--- config.mk ---
export PLATFORM = sky130hd
export DESIGN_NAME = coinc_pattern_reg
export DESIGN_NICKNAME = d
export VERILOG_FILES = /design/src/rtl/coinc_pkg.sv /design/src/rtl/coinc_cmd_decode.sv /design/src/rtl/coinc_store.sv /design/src/rtl/coinc_group_count.sv /design/src/rtl/coinc_pattern_reg.sv
export SDC_FILE = /design/constraint.sdc
export NUM_CORES = 1
export LEC_CHECK = 0
export ABC_AREA = 1
export BUFFER_PORTS_ARGS = -buffer_cell sky130_fd_sc_hd__buf_2
export CORE_ASPECT_RATIO = 0.8
export CORE_UTILIZATION = 45
export DETAILED_ROUTE_END_ITERATION = 8
export PLACE_DENSITY_LB_ADDON = 0.3
export REMOVE_ABC_BUFFERS = 1
export SLEW_MARGIN = 20
export SYNTH_ARGS = -nofsm -noshare
export SYNTH_HDL_FRONTEND = slang
export SYNTH_SLANG_ARGS = --single-unit
--- constraint.sdc ---
create_clock -name clk -period 3.5 [get_ports clk]
set_clock_uncertainty 0.1 [all_clocks]
set_input_delay 0.175 -clock clk [delete_from_list [all_inputs] [get_ports clk]]
set_output_delay 0.175 -clock clk [all_outputs]
set_load 0.02 [all_outputs]
--- src/rtl/coinc_pkg.sv ---
// Shared constants for the coincidence pattern register.
// Assumes a five-bit function code on the command port.
package coinc_pkg;
    localparam int FW = 5;
    localparam logic [FW-1:0] FN_READ     = 5'd0;
    localparam logic [FW-1:0] FN_READ_CLR = 5'd2;
    localparam logic [FW-1:0] FN_CLEAR    = 5'd9;
    localparam logic [FW-1:0] FN_TEST     = 5'd25;
endpackage

--- src/rtl/coinc_cmd_decode.sv ---
// Decodes one single-cycle dataway command into read enable, Q, clear and
// set-all requests. Assumes strobe2_i is high only in a cycle that should
// act on the register at its closing edge.
module coinc_cmd_decode
    import coinc_pkg::*;
#(
    parameter int AW = 4
) (
    input  logic          stn_sel_i,
    input  logic [AW-1:0] sub_addr_i,
    input  logic [FW-1:0] func_i,
    input  logic          strobe2_i,
    input  logic          init_i,
    input  logic          dclr_i,
    input  logic          panel_clr_i,
    input  logic          q_opt_i,
    output logic          rd_en_o,
    output logic          q_o,
    output logic          clr_o,
    output logic          set_all_o
);
    logic addr_ok;
    logic is_rd, is_rdc, is_clr, is_tst;

    // Classify the command and build the requests.
    always_comb begin
        addr_ok   = stn_sel_i && (sub_addr_i == '0);
        is_rd     = (func_i == FN_READ);
        is_rdc    = (func_i == FN_READ_CLR);
        is_clr    = (func_i == FN_CLEAR);
        is_tst    = (func_i == FN_TEST);
        rd_en_o   = addr_ok && (is_rd || is_rdc);
        q_o       = rd_en_o || (q_opt_i && addr_ok && (is_clr || is_tst));
        set_all_o = stn_sel_i && strobe2_i && is_tst;
        clr_o     = panel_clr_i
                  || (strobe2_i && (init_i || dclr_i))
                  || (strobe2_i && addr_ok && (is_rdc || is_clr));
    end
endmodule

--- src/rtl/coinc_store.sv ---
// Hit pattern storage. Sets bits on coincidence of a hit with the open gate,
// with set-all ranked above clear and clear ranked above latching.
// Assumes the gate is already qualified by inhibit.
module coinc_store #(
    parameter int NCH = 16
) (
    input  logic           clk,
    input  logic           rst_n,
    input  logic [NCH-1:0] hit_i,
    input  logic           gate_open_i,
    input  logic           clr_i,
    input  logic           set_all_i,
    output logic [NCH-1:0] pat_o
);
    logic [NCH-1:0] pat_q;

    // Update the stored pattern according to the priority order.
    always_ff @(posedge clk) begin
        if (!rst_n)
            pat_q <= '0;
        else if (set_all_i)
            pat_q <= '1;
        else if (clr_i)
            pat_q <= '0;
        else if (gate_open_i)
            pat_q <= pat_q | hit_i;
    end

    assign pat_o = pat_q;
endmodule

--- src/rtl/coinc_group_count.sv ---
// Counts set bits in each group of GRP consecutive pattern bits.
// Assumes NCH is a multiple of GRP.
module coinc_group_count #(
    parameter int NCH = 16,
    parameter int GRP = 8,
    localparam int NGRP = NCH / GRP,
    localparam int CW   = $clog2(GRP + 1)
) (
    input  logic [NCH-1:0]     pat_i,
    output logic [NGRP*CW-1:0] cnt_o
);
    for (genvar g = 0; g < NGRP; g++) begin : g_grp
        logic [CW-1:0] sum;
        // Add the bits of this group.
        always_comb begin
            sum = '0;
            for (int b = 0; b < GRP; b++)
                sum = sum + CW'(pat_i[g*GRP+b]);
        end
        assign cnt_o[g*CW +: CW] = sum;
    end
endmodule

--- src/rtl/coinc_pattern_reg.sv ---
// Top of the gated coincidence pattern register: command decode, pattern
// storage and per-group counts. Assumes single-cycle command pulses.
module coinc_pattern_reg
    import coinc_pkg::*;
#(
    parameter int NCH = 16,
    parameter int GRP = 8,
    parameter int AW  = 4,
    localparam int NGRP = NCH / GRP,
    localparam int CW   = $clog2(GRP + 1)
) (
    input  logic               clk,
    input  logic               rst_n,
    input  logic [NCH-1:0]     hit_i,
    input  logic               gate_i,
    input  logic               inhibit_i,
    input  logic               panel_clr_i,
    input  logic               stn_sel_i,
    input  logic [AW-1:0]      sub_addr_i,
    input  logic [FW-1:0]      func_i,
    input  logic               strobe2_i,
    input  logic               init_i,
    input  logic               dclr_i,
    input  logic               q_opt_i,
    output logic [NCH-1:0]     rd_data_o,
    output logic               q_o,
    output logic [NGRP*CW-1:0] grp_cnt_o
);
    logic           rd_en, clr, set_all;
    logic [NCH-1:0] pat;

    coinc_cmd_decode #(.AW(AW)) u_dec (
        .stn_sel_i  (stn_sel_i),
        .sub_addr_i (sub_addr_i),
        .func_i     (func_i),
        .strobe2_i  (strobe2_i),
        .init_i     (init_i),
        .dclr_i     (dclr_i),
        .panel_clr_i(panel_clr_i),
        .q_opt_i    (q_opt_i),
        .rd_en_o    (rd_en),
        .q_o        (q_o),
        .clr_o      (clr),
        .set_all_o  (set_all)
    );

    coinc_store #(.NCH(NCH)) u_store (
        .clk        (clk),
        .rst_n      (rst_n),
        .hit_i      (hit_i),
        .gate_open_i(gate_i && !inhibit_i),
        .clr_i      (clr),
        .set_all_i  (set_all),
        .pat_o      (pat)
    );

    coinc_group_count #(.NCH(NCH), .GRP(GRP)) u_cnt (
        .pat_i(pat),
        .cnt_o(grp_cnt_o)
    );

    // Drive the read bus only during a valid read.
    always_comb rd_data_o = rd_en ? pat : '0;
endmodule

==> metrics.md <==
| Metric | Value |
|---|---|
| Post-synthesis share of cell area spent on full adders, half adders and majority gates | 15.5% |
| Antenna violations before repair | 0 |
| Die Y-Extent | 53.9 um |
| Final hold viol count | 0 |
| Max-cap check violation count | 0 |
| GRT Resource Usage Total | 19.8% |
| Core footprint | 3150 um2 |
| NumNets Final | approximately 340 |
| Clock sink count | 16 |
| Number of rows created at floorplan | 18 |
| TritonCTS clock tree | built |
| Largest net degree at the start of global routing | 18 |
| Pwr dens | between 200 and 250 nW/um2 |
| IR drop worst, VDD | ~170 uV |
| Total congestion overflow | 0 |
| Combinational family with the most area after synthesis | simple AND/OR/NAND/NOR gates |
| Area fraction in compound gates after synthesis | 0% |
| Clock Root Buffer | sky130_fd_sc_hd__clkbuf_8 |
| Effective utilization at floorplan | about half |
| Drt total wl | ~3300 um |
| Number of instances resized during post-cts repair | 0 |
| Cts-stage hold buffer count | 0 |
| RSZ-0062 raised after global routing | false |
| Slowest cell on the critical path | sky130_fd_sc_hd__fa_1 |
| Number of pins with negative max-slew slack in the final report | 0 |
| Met3 routed wirelength | ~220 um |
| Final Critical Period | roughly 3300 ps |
| Data arrival, critical path | approximately 3000 ps |
| Top layer used by detailed routing | met4 |
| Share of final-layout standard cells stronger than drive strength 1 | around 30% |
| Mean Syn Cell Area | 6.40 um2 |
| Number of setup violations in the final report | 0 |
| Post-synthesis mux area share | 0% |
| Share of the yosys chip area belonging to registers | a little over a fifth |
| Placed wire-length estimate | 2470 um |
| Synth Cell Area | 1520 um2 |
| Clock latency reported for the late side of the worst-skew pair | between 200 and 250 ps |
| Largest register FFs | 16 |
| Die Footprint | approximately 3600 um2 |
| Die Width | between 60 and 70 um |
| Type of element capturing the critical path | output port |
| Via-to-Cell Ratio | around 4.6 |
| I/O Pins | 60 |
| Clock-pin transition on the worst setup and hold timing paths | approximately 60 ps |
| I/O Buffers | 59 |
| Drt first-iter violations | 77 |
| H-tree lvl count | 1 |
| Iteration count of the initial detailed-routing pass | 4 |
| Layout overhead on the synthesized area | 21.5% |
| Leak pwr | just over 1 nW |
| Final-layout fill cell count | 308 |
| Number of CTS-inserted buffers | 3 |
| Crit share post-route | approximately 93% |
| Worst min-delay path class | in -> reg |
| Worst-case register-to-register setup slack | 2470 ps |
| Ordered cell list for the critical path | ha_1, inv_1, fa_1, fa_1, inv_1, fa_1, inv_1, fa_1, inv_1, buf_2 |
| Cell count after synthesis | 237 |
| Number of different library cells in the post-synthesis netlist | 22 |
| Wire length on met1 | between 1500 and 2000 um |
| Max Clock Freq | 307 MHz |
| Post-synthesis share of cell area spent on and, or, nand and nor gates | approximately half |
| Count of vias placed by the detailed router | ~1,500 |
| Fraction of the core area covered by cells at the end of the flow | 58.4% |
| Area share of xor/xnor cells in the synthesized design | under 10% |
| Worst path buffer plus inverter count | 5 |
| Vias in the first global route | 1,275 |
| Remaining number of nets flagged by the antenna check after routing | 0 |
| Accumulated negative setup slack | 0 ps |
| Status | complete, no violations |
| Crit-path leading delay family | adder cells |
| Wire length of the first global-routing pass | 5360 um |
| Least-Margin Pin Slew | between 500 and 600 ps |
| Synth Warn # | 0 |
| Global placement routability congestion | a little under 0.8 |
| Max clock buf depth | 2 |
| Residual DRC | 0 |
| Routed wl met2 | between 1000 and 1500 um |
| Diodes inserted | 0 |
| Maximum fanout along the worst path | 3 |
| Setup fix buffers added after clock tree synthesis | 0 |
| Crit Path Category | reg -> out |
| Remaining max-slew budget at the tightest pin | 64.2% |
| Register bit count reported by yosys | 16 |
| WP data required | 3220 ps |
| Delay of the slowest cell on the worst path | 490 ps |
| DR WL/cell | about 10 um |
| Startpoint type of the worst setup path | flip-flop |
[path summary, 6_finish.rpt]
path / start / endpoint / cells past startpoint
max: u_store.pat_o[0] / grp_cnt_o[1] / 10
min: hit_i[15] / u_store.pat_o[15] / 7
max reg2reg: u_store.pat_o[13] / u_store.pat_o[13] / 6
min reg2reg: u_store.pat_o[0] / u_store.pat_o[0] / 4
[tightest hold or removal path, cell delays in order]
cell	delay [ps]
sky130_fd_sc_hd__buf_2	80
sky130_fd_sc_hd__nor2_1	30
sky130_fd_sc_hd__nor2_1	90
sky130_fd_sc_hd__nand3_1	80
sky130_fd_sc_hd__nand2_1	60
sky130_fd_sc_hd__nor2_1	40
sky130_fd_sc_hd__nor2_1	60
[cell usage after synthesis]
library cell	number	area share, %
sky130_fd_sc_hd__inv_1	36	8.9
sky130_fd_sc_hd__nand3_2	1	0.66
sky130_fd_sc_hd__ha_1	6	5.0
sky130_fd_sc_hd__nor2_2	17	7.0
sky130_fd_sc_hd__buf_12	1	1.3
sky130_fd_sc_hd__dlygate4sd1_1	1	0.58
sky130_fd_sc_hd__xnor2_1	2	1.2
sky130_fd_sc_hd__nand3_4	2	2.3
sky130_fd_sc_hd__nor2_4	2	1.5
sky130_fd_sc_hd__fa_1	8	11
sky130_fd_sc_hd__nor2_8	1	1.3
sky130_fd_sc_hd__dfxtp_1	16	21
sky130_fd_sc_hd__nand4_1	1	0.41
sky130_fd_sc_hd__buf_4	1	0.50
sky130_fd_sc_hd__inv_2	3	0.74
sky130_fd_sc_hd__buf_2	2	0.66
sky130_fd_sc_hd__nand2_1	25	6.2
sky130_fd_sc_hd__nand2_2	2	0.82
sky130_fd_sc_hd__buf_6	1	0.74
sky130_fd_sc_hd__clkbuf_1	1	0.25
sky130_fd_sc_hd__nor2_1	89	22
sky130_fd_sc_hd__nand3_1	19	6.3
[power by group]
group          total (mW)  internal (mW)  leakage, nW  switching [mW]
Clock               0.136         0.0763       0.0216          0.0597
Sequential          0.188          0.186        0.129         0.00254
Combinational      0.0915         0.0355        0.858          0.0560
Total               0.416          0.298         1.01           0.118
[metrics by stage]
step,power [mW],instance area (um2),hold slack [ps],setup WS [ps],instances
after floorplan,0.251,1460,379,661,230
after global placement,0.283,1800,488,565,329
after detailed placement,0.284,1800,496,498,329
after CTS,0.421,1840,288,228,332
after global routing,0.440,1840,345,12.7,332
final,0.416,1840,291,240,332
[cell families after synthesis]
family,after synthesis
simple gates,159
buf+inv,46
flops,16
fa+ha+maj,14
xor+xnor,2
[layout by cell type (no fill, tap or decap), drive strengths merged, types with 2 or more instances in the layout]
cell type  count
buf           59
xnor2          2
nand2         27
ha             6
dfxtp         16
inv           39
nor2         109
fa             8
clkbuf         3
nand3         22
[metal layers]
layer	vias up	GRT usage (%)
met5	-	0
met4	0	5.32
met3	5	3.81
met2	53	33.2
met1	661	26.3
li1	806	-
[area by class of cell]
class                   instances  area [um2]  area share, %
clock buffers                   3        41.3           2.24
inverters                      39         146           7.95
flip-flops and latches         16         320           17.4
well taps                      40        50.0           2.72
repair buffers                 59         295           16.0
multi-input cells             175         988           53.7
No activity file was read; power rests on OpenSTA's default activity.
